===== src/rtl/btb_asym_alloc.sv =====
module btb_asym_alloc #(
  parameter int ADDR_W = 16,
  parameter int IDX_W  = 4,
  parameter int TGT_W  = 16
) (
  input  logic              clk,
  input  logic              rst_n,
  input  logic [ADDR_W-1:0] lk_addr,
  output logic              lk_hit,
  output logic              lk_taken,
  output logic [TGT_W-1:0]  lk_target,
  input  logic              up_valid,
  input  logic [ADDR_W-1:0] up_addr,
  input  logic              up_taken,
  input  logic [TGT_W-1:0]  up_target,
  input  logic              up_bypass,
  input  logic [1:0]        up_byp_state
);
  localparam int LINES = 1 << IDX_W;
  localparam int TAG_W = ADDR_W - IDX_W - 1;

  logic [LINES-1:0] v_q;
  logic [TAG_W-1:0] tag_q [LINES];
  logic [TGT_W-1:0] tgt_q [LINES];
  logic [1:0]       st_q  [LINES];

  logic              p_vld, p_taken, p_byp;
  logic [ADDR_W-1:0] p_addr;
  logic [TGT_W-1:0]  p_tgt;
  logic [1:0]        p_bst;

  logic unused_bit0;
  assign unused_bit0 = lk_addr[0] ^ p_addr[0];

  always_ff @(posedge clk) begin
    if (!rst_n) p_vld <= 1'b0;
    else        p_vld <= up_valid;
    if (up_valid) begin
      p_addr  <= up_addr;
      p_taken <= up_taken;
      p_tgt   <= up_target;
      p_byp   <= up_bypass;
      p_bst   <= up_byp_state;
    end
  end

  wire [IDX_W-1:0] p_idx = p_addr[IDX_W:1];
  wire [TAG_W-1:0] p_tag = p_addr[ADDR_W-1:IDX_W+1];
  wire             mem_match = v_q[p_idx] && (tag_q[p_idx] == p_tag);
  wire [1:0]       cur_st = p_byp ? p_bst : (mem_match ? st_q[p_idx] : 2'd0);

  logic [1:0] nxt_st;
  logic       wr_en, wr_v;

  always_comb begin
    if (p_taken) begin
      if (!p_byp && cur_st == 2'd0) nxt_st = 2'd3;
      else if (cur_st == 2'd3)      nxt_st = 2'd3;
      else                          nxt_st = cur_st + 2'd1;
      wr_en = p_vld;
    end else begin
      nxt_st = (cur_st == 2'd0) ? 2'd0 : cur_st - 2'd1;
      wr_en  = p_vld && (p_byp || mem_match);
    end
    wr_v = (nxt_st != 2'd0);
  end

  always_ff @(posedge clk) begin
    if (!rst_n) v_q <= '0;
    else if (wr_en) v_q[p_idx] <= wr_v;
  end

  always_ff @(posedge clk) begin
    if (wr_en) begin
      tag_q[p_idx] <= p_tag;
      tgt_q[p_idx] <= p_tgt;
      st_q[p_idx]  <= nxt_st;
    end
  end

  wire [IDX_W-1:0] lk_idx = lk_addr[IDX_W:1];
  wire [TAG_W-1:0] lk_tag = lk_addr[ADDR_W-1:IDX_W+1];
  wire             fwd    = p_vld && p_byp && (p_idx == lk_idx);

  always_comb begin
    if (fwd) begin
      lk_hit   = wr_v && (p_tag == lk_tag);
      lk_taken = lk_hit && nxt_st[1];
      lk_target = lk_hit ? p_tgt : '0;
    end else begin
      lk_hit   = v_q[lk_idx] && (tag_q[lk_idx] == lk_tag);
      lk_taken = lk_hit && st_q[lk_idx][1];
      lk_target = lk_hit ? tgt_q[lk_idx] : '0;
    end
  end

  p_miss_not_taken_r1: assert property (@(posedge clk) disable iff (!rst_n)
    !lk_hit |-> (!lk_taken && lk_target == '0));

  p_alloc_strong_r2: assert property (@(posedge clk) disable iff (!rst_n)
    ($past(p_vld && !p_byp && p_taken && !mem_match) && !p_vld &&
     lk_addr[ADDR_W-1:1] == $past(p_addr[ADDR_W-1:1])) |-> (lk_hit && lk_taken));

  p_bypass_step_r6: assert property (@(posedge clk) disable iff (!rst_n)
    ($past(p_vld && p_byp && p_taken && p_bst == 2'd0) && !p_vld &&
     lk_addr[ADDR_W-1:1] == $past(p_addr[ADDR_W-1:1])) |-> (lk_hit && !lk_taken));

  p_reset_empty_r9: assert property (@(posedge clk) disable iff (!rst_n)
    $past(!rst_n) |-> (v_q == '0));

  for (genvar g = 0; g < LINES; g++) begin : g_chk
    p_vacant_zero_r3: assert property (@(posedge clk) disable iff (!rst_n)
      v_q[g] |-> (st_q[g] != 2'd0));
  end
endmodule


===== config.mk =====
export PLATFORM = sky130hd
export DESIGN_NAME = btb_asym_alloc
export DESIGN_NICKNAME = d
export VERILOG_FILES = /design/src/rtl/btb_asym_alloc.sv
export SDC_FILE = /design/constraint.sdc
export NUM_CORES = 1
export LEC_CHECK = 0
export ABC_AREA = 0
export BUFFER_PORTS_ARGS = -buffer_cell sky130_fd_sc_hd__buf_2
export CORE_MARGIN = 1
export CORE_UTILIZATION = 67
export DETAILED_ROUTE_END_ITERATION = 8
export GPL_TIMING_DRIVEN = 0
export PLACE_DENSITY = 0.82
export SYNTH_ARGS = -nofsm -noshare
export SYNTH_HDL_FRONTEND = slang
export SYNTH_SLANG_ARGS = --single-unit
export TNS_END_PERCENT = 50

===== constraint.sdc =====
create_clock -name clk -period 7.3 [get_ports clk]
set_input_delay 1.095 -clock clk [delete_from_list [all_inputs] [get_ports clk]]
set_output_delay 1.095 -clock clk [all_outputs]
set_load 0.01 [all_outputs]

# == Yosys cells after proc, flatten, opt, wreduce, memory -nomap -nowiden ==
# Memory sizes are Yosys's and may differ from the RTL's. A register that Yosys moved wholly into a read port is not among the register bits.
# Index checks and enable logic that the tools add are counted.
# op_classes
n_addsub,2
magnitude_cmp,3
n_eq_ne,5
mux,23
reduce_logical,14
# op_table
op,count
$mux W16,3
$eq A11 B11 Y1,3
$bwmux W16,1
$mux W2,6
$logic_and A1 B1 Y1,10
$lt A4 B5 Y1 const B,2
$bmux W1 S4,2
$mux W1,8
$mux W4,2
$demux W1 S4,1
$eq A4 B4 Y1,1
$ge A4 B1 Y1 const B,1
$add A2 B1 Y2 const B,1
$eq A2 B2 Y1 const B,1
$logic_not A2 Y1,1
$reduce_bool A2 Y1,1
$sub A2 B1 Y2 const B,1
$logic_not A1 Y1,1
$logic_or A1 B1 Y1,1
# totals
register_bits,53
mem_bits_rw,464
inputBits,55
out_inout_bits,18
word_cells,57
mem_count,3
# memory_table
name,words,width,rd,rd_ports_with_merged_regs,wr,line,text
tgt_q,16,16,1,0,1,24,logic [TGT_W-1:0] tgt_q [LINES];
tag_q,16,11,2,1,1,23,logic [TAG_W-1:0] tag_q [LINES];
st_q,16,2,2,1,1,25,logic [1:0] st_q [LINES];

# == Longest topological paths before layout ==
# logic_depth
ltp_word,13
ltp_mapped,14
ltp_nobuf,8

# == Least setup slack after synthesis ==
# No wires, ideal clock.
# synth_timing
path_type,input-to-output
from,in lk_addr[1]
to,out lk_target[10]
arrival_ns,3.866
required_time_ns,6.205
slack_ns,2.339
path_stages,9
n_path_buf,3
path_cell_list,buf_2 > buf_2 > mux4_2 > mux4_2 > xnor2_1 > nand4_1 > nor4_2 > buf_2 > a22o_1
# synth_between
elab_chain_len,5
elab_cells_between_ends,10
classes_between,2 x eq/ne; 4 x mux; 2 x reduce/logical; 2 x memory
# synth_rtl
item,line,text
start: declaration,8,"input logic [ADDR_W-1:0] lk_addr,"
$mem_v2 Z16 W11 / $bmux W1 S4 (equally long branches),--,
$eq A11 B11 Y1 / $mux W1 (equally long branches),91,lk_hit = v_q[lk_idx] && (tag_q[lk_idx] == lk_tag);
$logic_and A1 B1 Y1,91,
$mux W16,93,lk_target = lk_hit ? tgt_q[lk_idx] : '0;
$mux W16 (*),86,if (fwd) begin
end: declaration,11,"output logic [TGT_W-1:0] lk_target,"
# Mark *: on every way between the ends. The rest lies on a longest branch, timed or not. The select of a mux whose other input is x is not followed.

# == Worst setup path in the final report ==
# layout_timing
from,in lk_addr[2]
to,out lk_target[12]
# Same word-level chain as after synthesis.

==> results.cfg <==
[power_and_ir_drop]
vdd_drop_max_uv = 242.1
finalPower_mw = 6.629
p_per_area_mw_per_mm2 = 265.1
p_leak_nw = 8.305

[worst_setup_path]
worstReg2RegEnd = tgt_q[10][9]
cp_max_fo = 10
crit_required_ns = 6.20
critical_path.endpoint_type = output port
r2r_cells = 14
cp.arrival_ns = 5.24
critPathLaunch = lk_addr[2]
cp-start-kind = input pin
crit_end = lk_target[12]
reg2reg_slack_ns = 2.49
crit_type = input pin to output port

[route]
viasPerCell = 7.253
drt-initial-drc-count = 1743
drcViolationCount = 0
detail-route-antenna-nets = 0
vias = 12060
wl_um = 56630
wl_per_cell_um = 34.05
firstDrtPassIters = 5

[final_layout]
drive_gt1_frac = 0.3366
syn2layout_area_growth_pct = 13.42
finish.instance_area_mm2 = 0.02500
fin_nets = 1235
layoutNonFillerInstCount = 1663
diodes = 0
fill_cells = 1656
final_util = 0.7705

[placement]
dp_cells = 1567
place_ws_ns = 1.087
place_area_mm2 = 0.02327
place_hpwl_um = 33020
port_buffers = 67
routabilityCongestion = 0.8723

[sta]
skew_ns = 0.02684
setup_viol = 0
rsz0062_at_grt = no
fin_tns_setup_ns = 0
hold_ws_ns = 0.4806
hold_viol_final = 0
slew_headroom = 0.1426
tightest_slew_ns = 1.286
period_needed_ns = 6.331
slew_viol_final = 0
post-route-period-util = 0.8673
timing.final.ws_setup_ns = 0.9689
fmax_mhz = 158.0

[clock_network]
cts_max_path_buffers = 3
cts_tree = built
numClockSinks = 520
cts-htree-levels = 2
post-cts-setup-buffers = 0
clk_latency_ns = 0.59
cts-resized-gates = 0
clk_pin_slew_ns = 0.06
cts_inserted_buffers = 52
ctsRootBufferMaster = clkbuf_16
hold_buffers = 0

[global_routing]
antenna_found_initial = 0
first_global_vias = 12260
grt_pass1_wl_um = 81190
overflow = 0
grt.total_usage = 0.3497
grt_max_degree = 41

[synthesis]
synth-seq-cells = 520
syn_area_mm2 = 0.02204
yosys_warnings = 0
syn_avg_cell_area_um2 = 21.16
synth_top_family_by_area = multiplexers
yosysMostFrequentCell = edfxtp_1
synth_area_leaders = edfxtp_1, mux4_2, mux2i_1
synth_top_area_share = 0.6797
synthXorXnorAreaFrac = 0.01391
muxShareOfSynthArea = 0.2251
synthDistinctLibCells = 49
synth-edff-count = 499
synth_fa_ha_area_frac = 0
ys_seq_area_frac = 0.6988
async_reset_ff_frac = 0
synth_compound_area_frac = 0.01799
synthesis.nets = 1097
yosys-top-cells-count = edfxtp_1, mux4_2, mux2i_1
synth_cells = 1042
synthSimpleGateAreaFrac = 0.02543
synth-main-ff-cell = edfxtp_1
yosys.area.top_type = edfxtp_1

[run]
cap_violations = 0

[die]
die_area_mm2 = 0.03363
chipHeight_um = 183.4
io_pins = 73
die_w_um = 183.4
core_area_mm2 = 0.03245
start_util = 0.6793
fp-row-count = 66

[hold_path]
hp-class = flip-flop to flip-flop

[status]
status = finished clean
-- routing by layer --
metal | GRT usage | part of all wire | up-vias
li1 | - | - | 4696
met4 | 0.1717 | 0.051 | 0
met3 | 0.04964 | 0.097 | 213
met2 | 0.5765 | 0.50 | 977
met1 | 0.4670 | 0.35 | 6175
met5 | 0 | 0 | -
-- kinds of logic after synthesis --
logic type,after synthesis
mux,254
flops,520
buf+inv,85
xor+xnor,35
compound gates,48
simple gates,100
-- where the power goes --
group,leakage [nW],switching [mW],internal (mW)
Sequential,4.69,0.0764,3.35
Clock,0.838,1.14,1.58
Combinational,2.78,0.254,0.223
Total,8.30,1.47,5.15
-- flip-flops by register name, indices dropped and copies added (netlist names), 2 cells and up, named ones only --
signal,flops
p_bst,2
p_addr,15
tag_q,176
tgt_q,256
v_q,16
st_q,32
p_tgt,16
-- cell type report --
| cell class | instances | area, um^2 | area share |
|---|---|---|---|
| repair buffers | 84 | 670.6 | 0.02682 |
| well taps | 442 | 553.0 | 0.02212 |
| multi-input cells | 437 | 6235 | 0.2493 |
| plain buffers | 62 | 327.8 | 0.01311 |
| clock inverters | 35 | 374.1 | 0.01496 |
| inverters | 23 | 86.33 | 0.003453 |
| clock buffers | 60 | 1353 | 0.05409 |
| flip-flops and latches | 520 | 15400 | 0.6161 |
-- worst min path at each step --
| stage | start | cells past startpoint | slack [ns] | end |
|---|---|---|---|---|
| floorplan | v_q[10] | 2 | 0.45 | v_q[10] |
| detailed placement | v_q[2] | 2 | 0.47 | v_q[2] |
| global route | v_q[1] | 2 | 0.51 | v_q[1] |
| global placement | v_q[2] | 2 | 0.46 | v_q[2] |
| finish | v_q[2] | 2 | 0.48 | v_q[2] |
| CTS | v_q[2] | 2 | 0.48 | v_q[2] |
-- layout by cell type (no fill, tap or decap), types with 3 or more instances in the layout --
cell | Yosys | routed
bufinv_16 | 0 | 7
inv_2 | 0 | 16
xor2_1 | 6 | 6
nand4_1 | 12 | 12
clkbuf_1 | 20 | 27
inv_1 | 23 | 7
mux2i_1 | 57 | 57
mux2_2 | 4 | 4
clkbuf_16 | 0 | 53
nand4b_1 | 5 | 5
buf_1 | 9 | 9
clkinv_2 | 0 | 8
a22o_1 | 18 | 18
nand3b_1 | 6 | 6
mux4_2 | 193 | 193
a21oi_1 | 4 | 4
nand2_1 | 25 | 25
clkinv_1 | 0 | 14
a22oi_1 | 9 | 9
buf_6 | 5 | 5
nand3_1 | 12 | 12
nor3_1 | 4 | 4
clkinvlp_4 | 0 | 3
nor2b_1 | 10 | 10
dfxtp_1 | 21 | 21
nor4_1 | 3 | 3
nor2_1 | 10 | 10
buf_2 | 19 | 86
buf_12 | 0 | 15
xnor2_1 | 29 | 29
buf_4 | 9 | 10
edfxtp_1 | 499 | 499
-- critical path, cell delays in order --
cell      delay [ns]
buf_2           0.24
clkbuf_1        0.74
mux4_2          0.41
mux4_2          0.49
xnor2_1         0.27
nand3_1         0.22
nor4_4          0.89
buf_2           0.45
a22o_1          0.26
buf_2           0.16
Power figures use the tool's default switching activity.
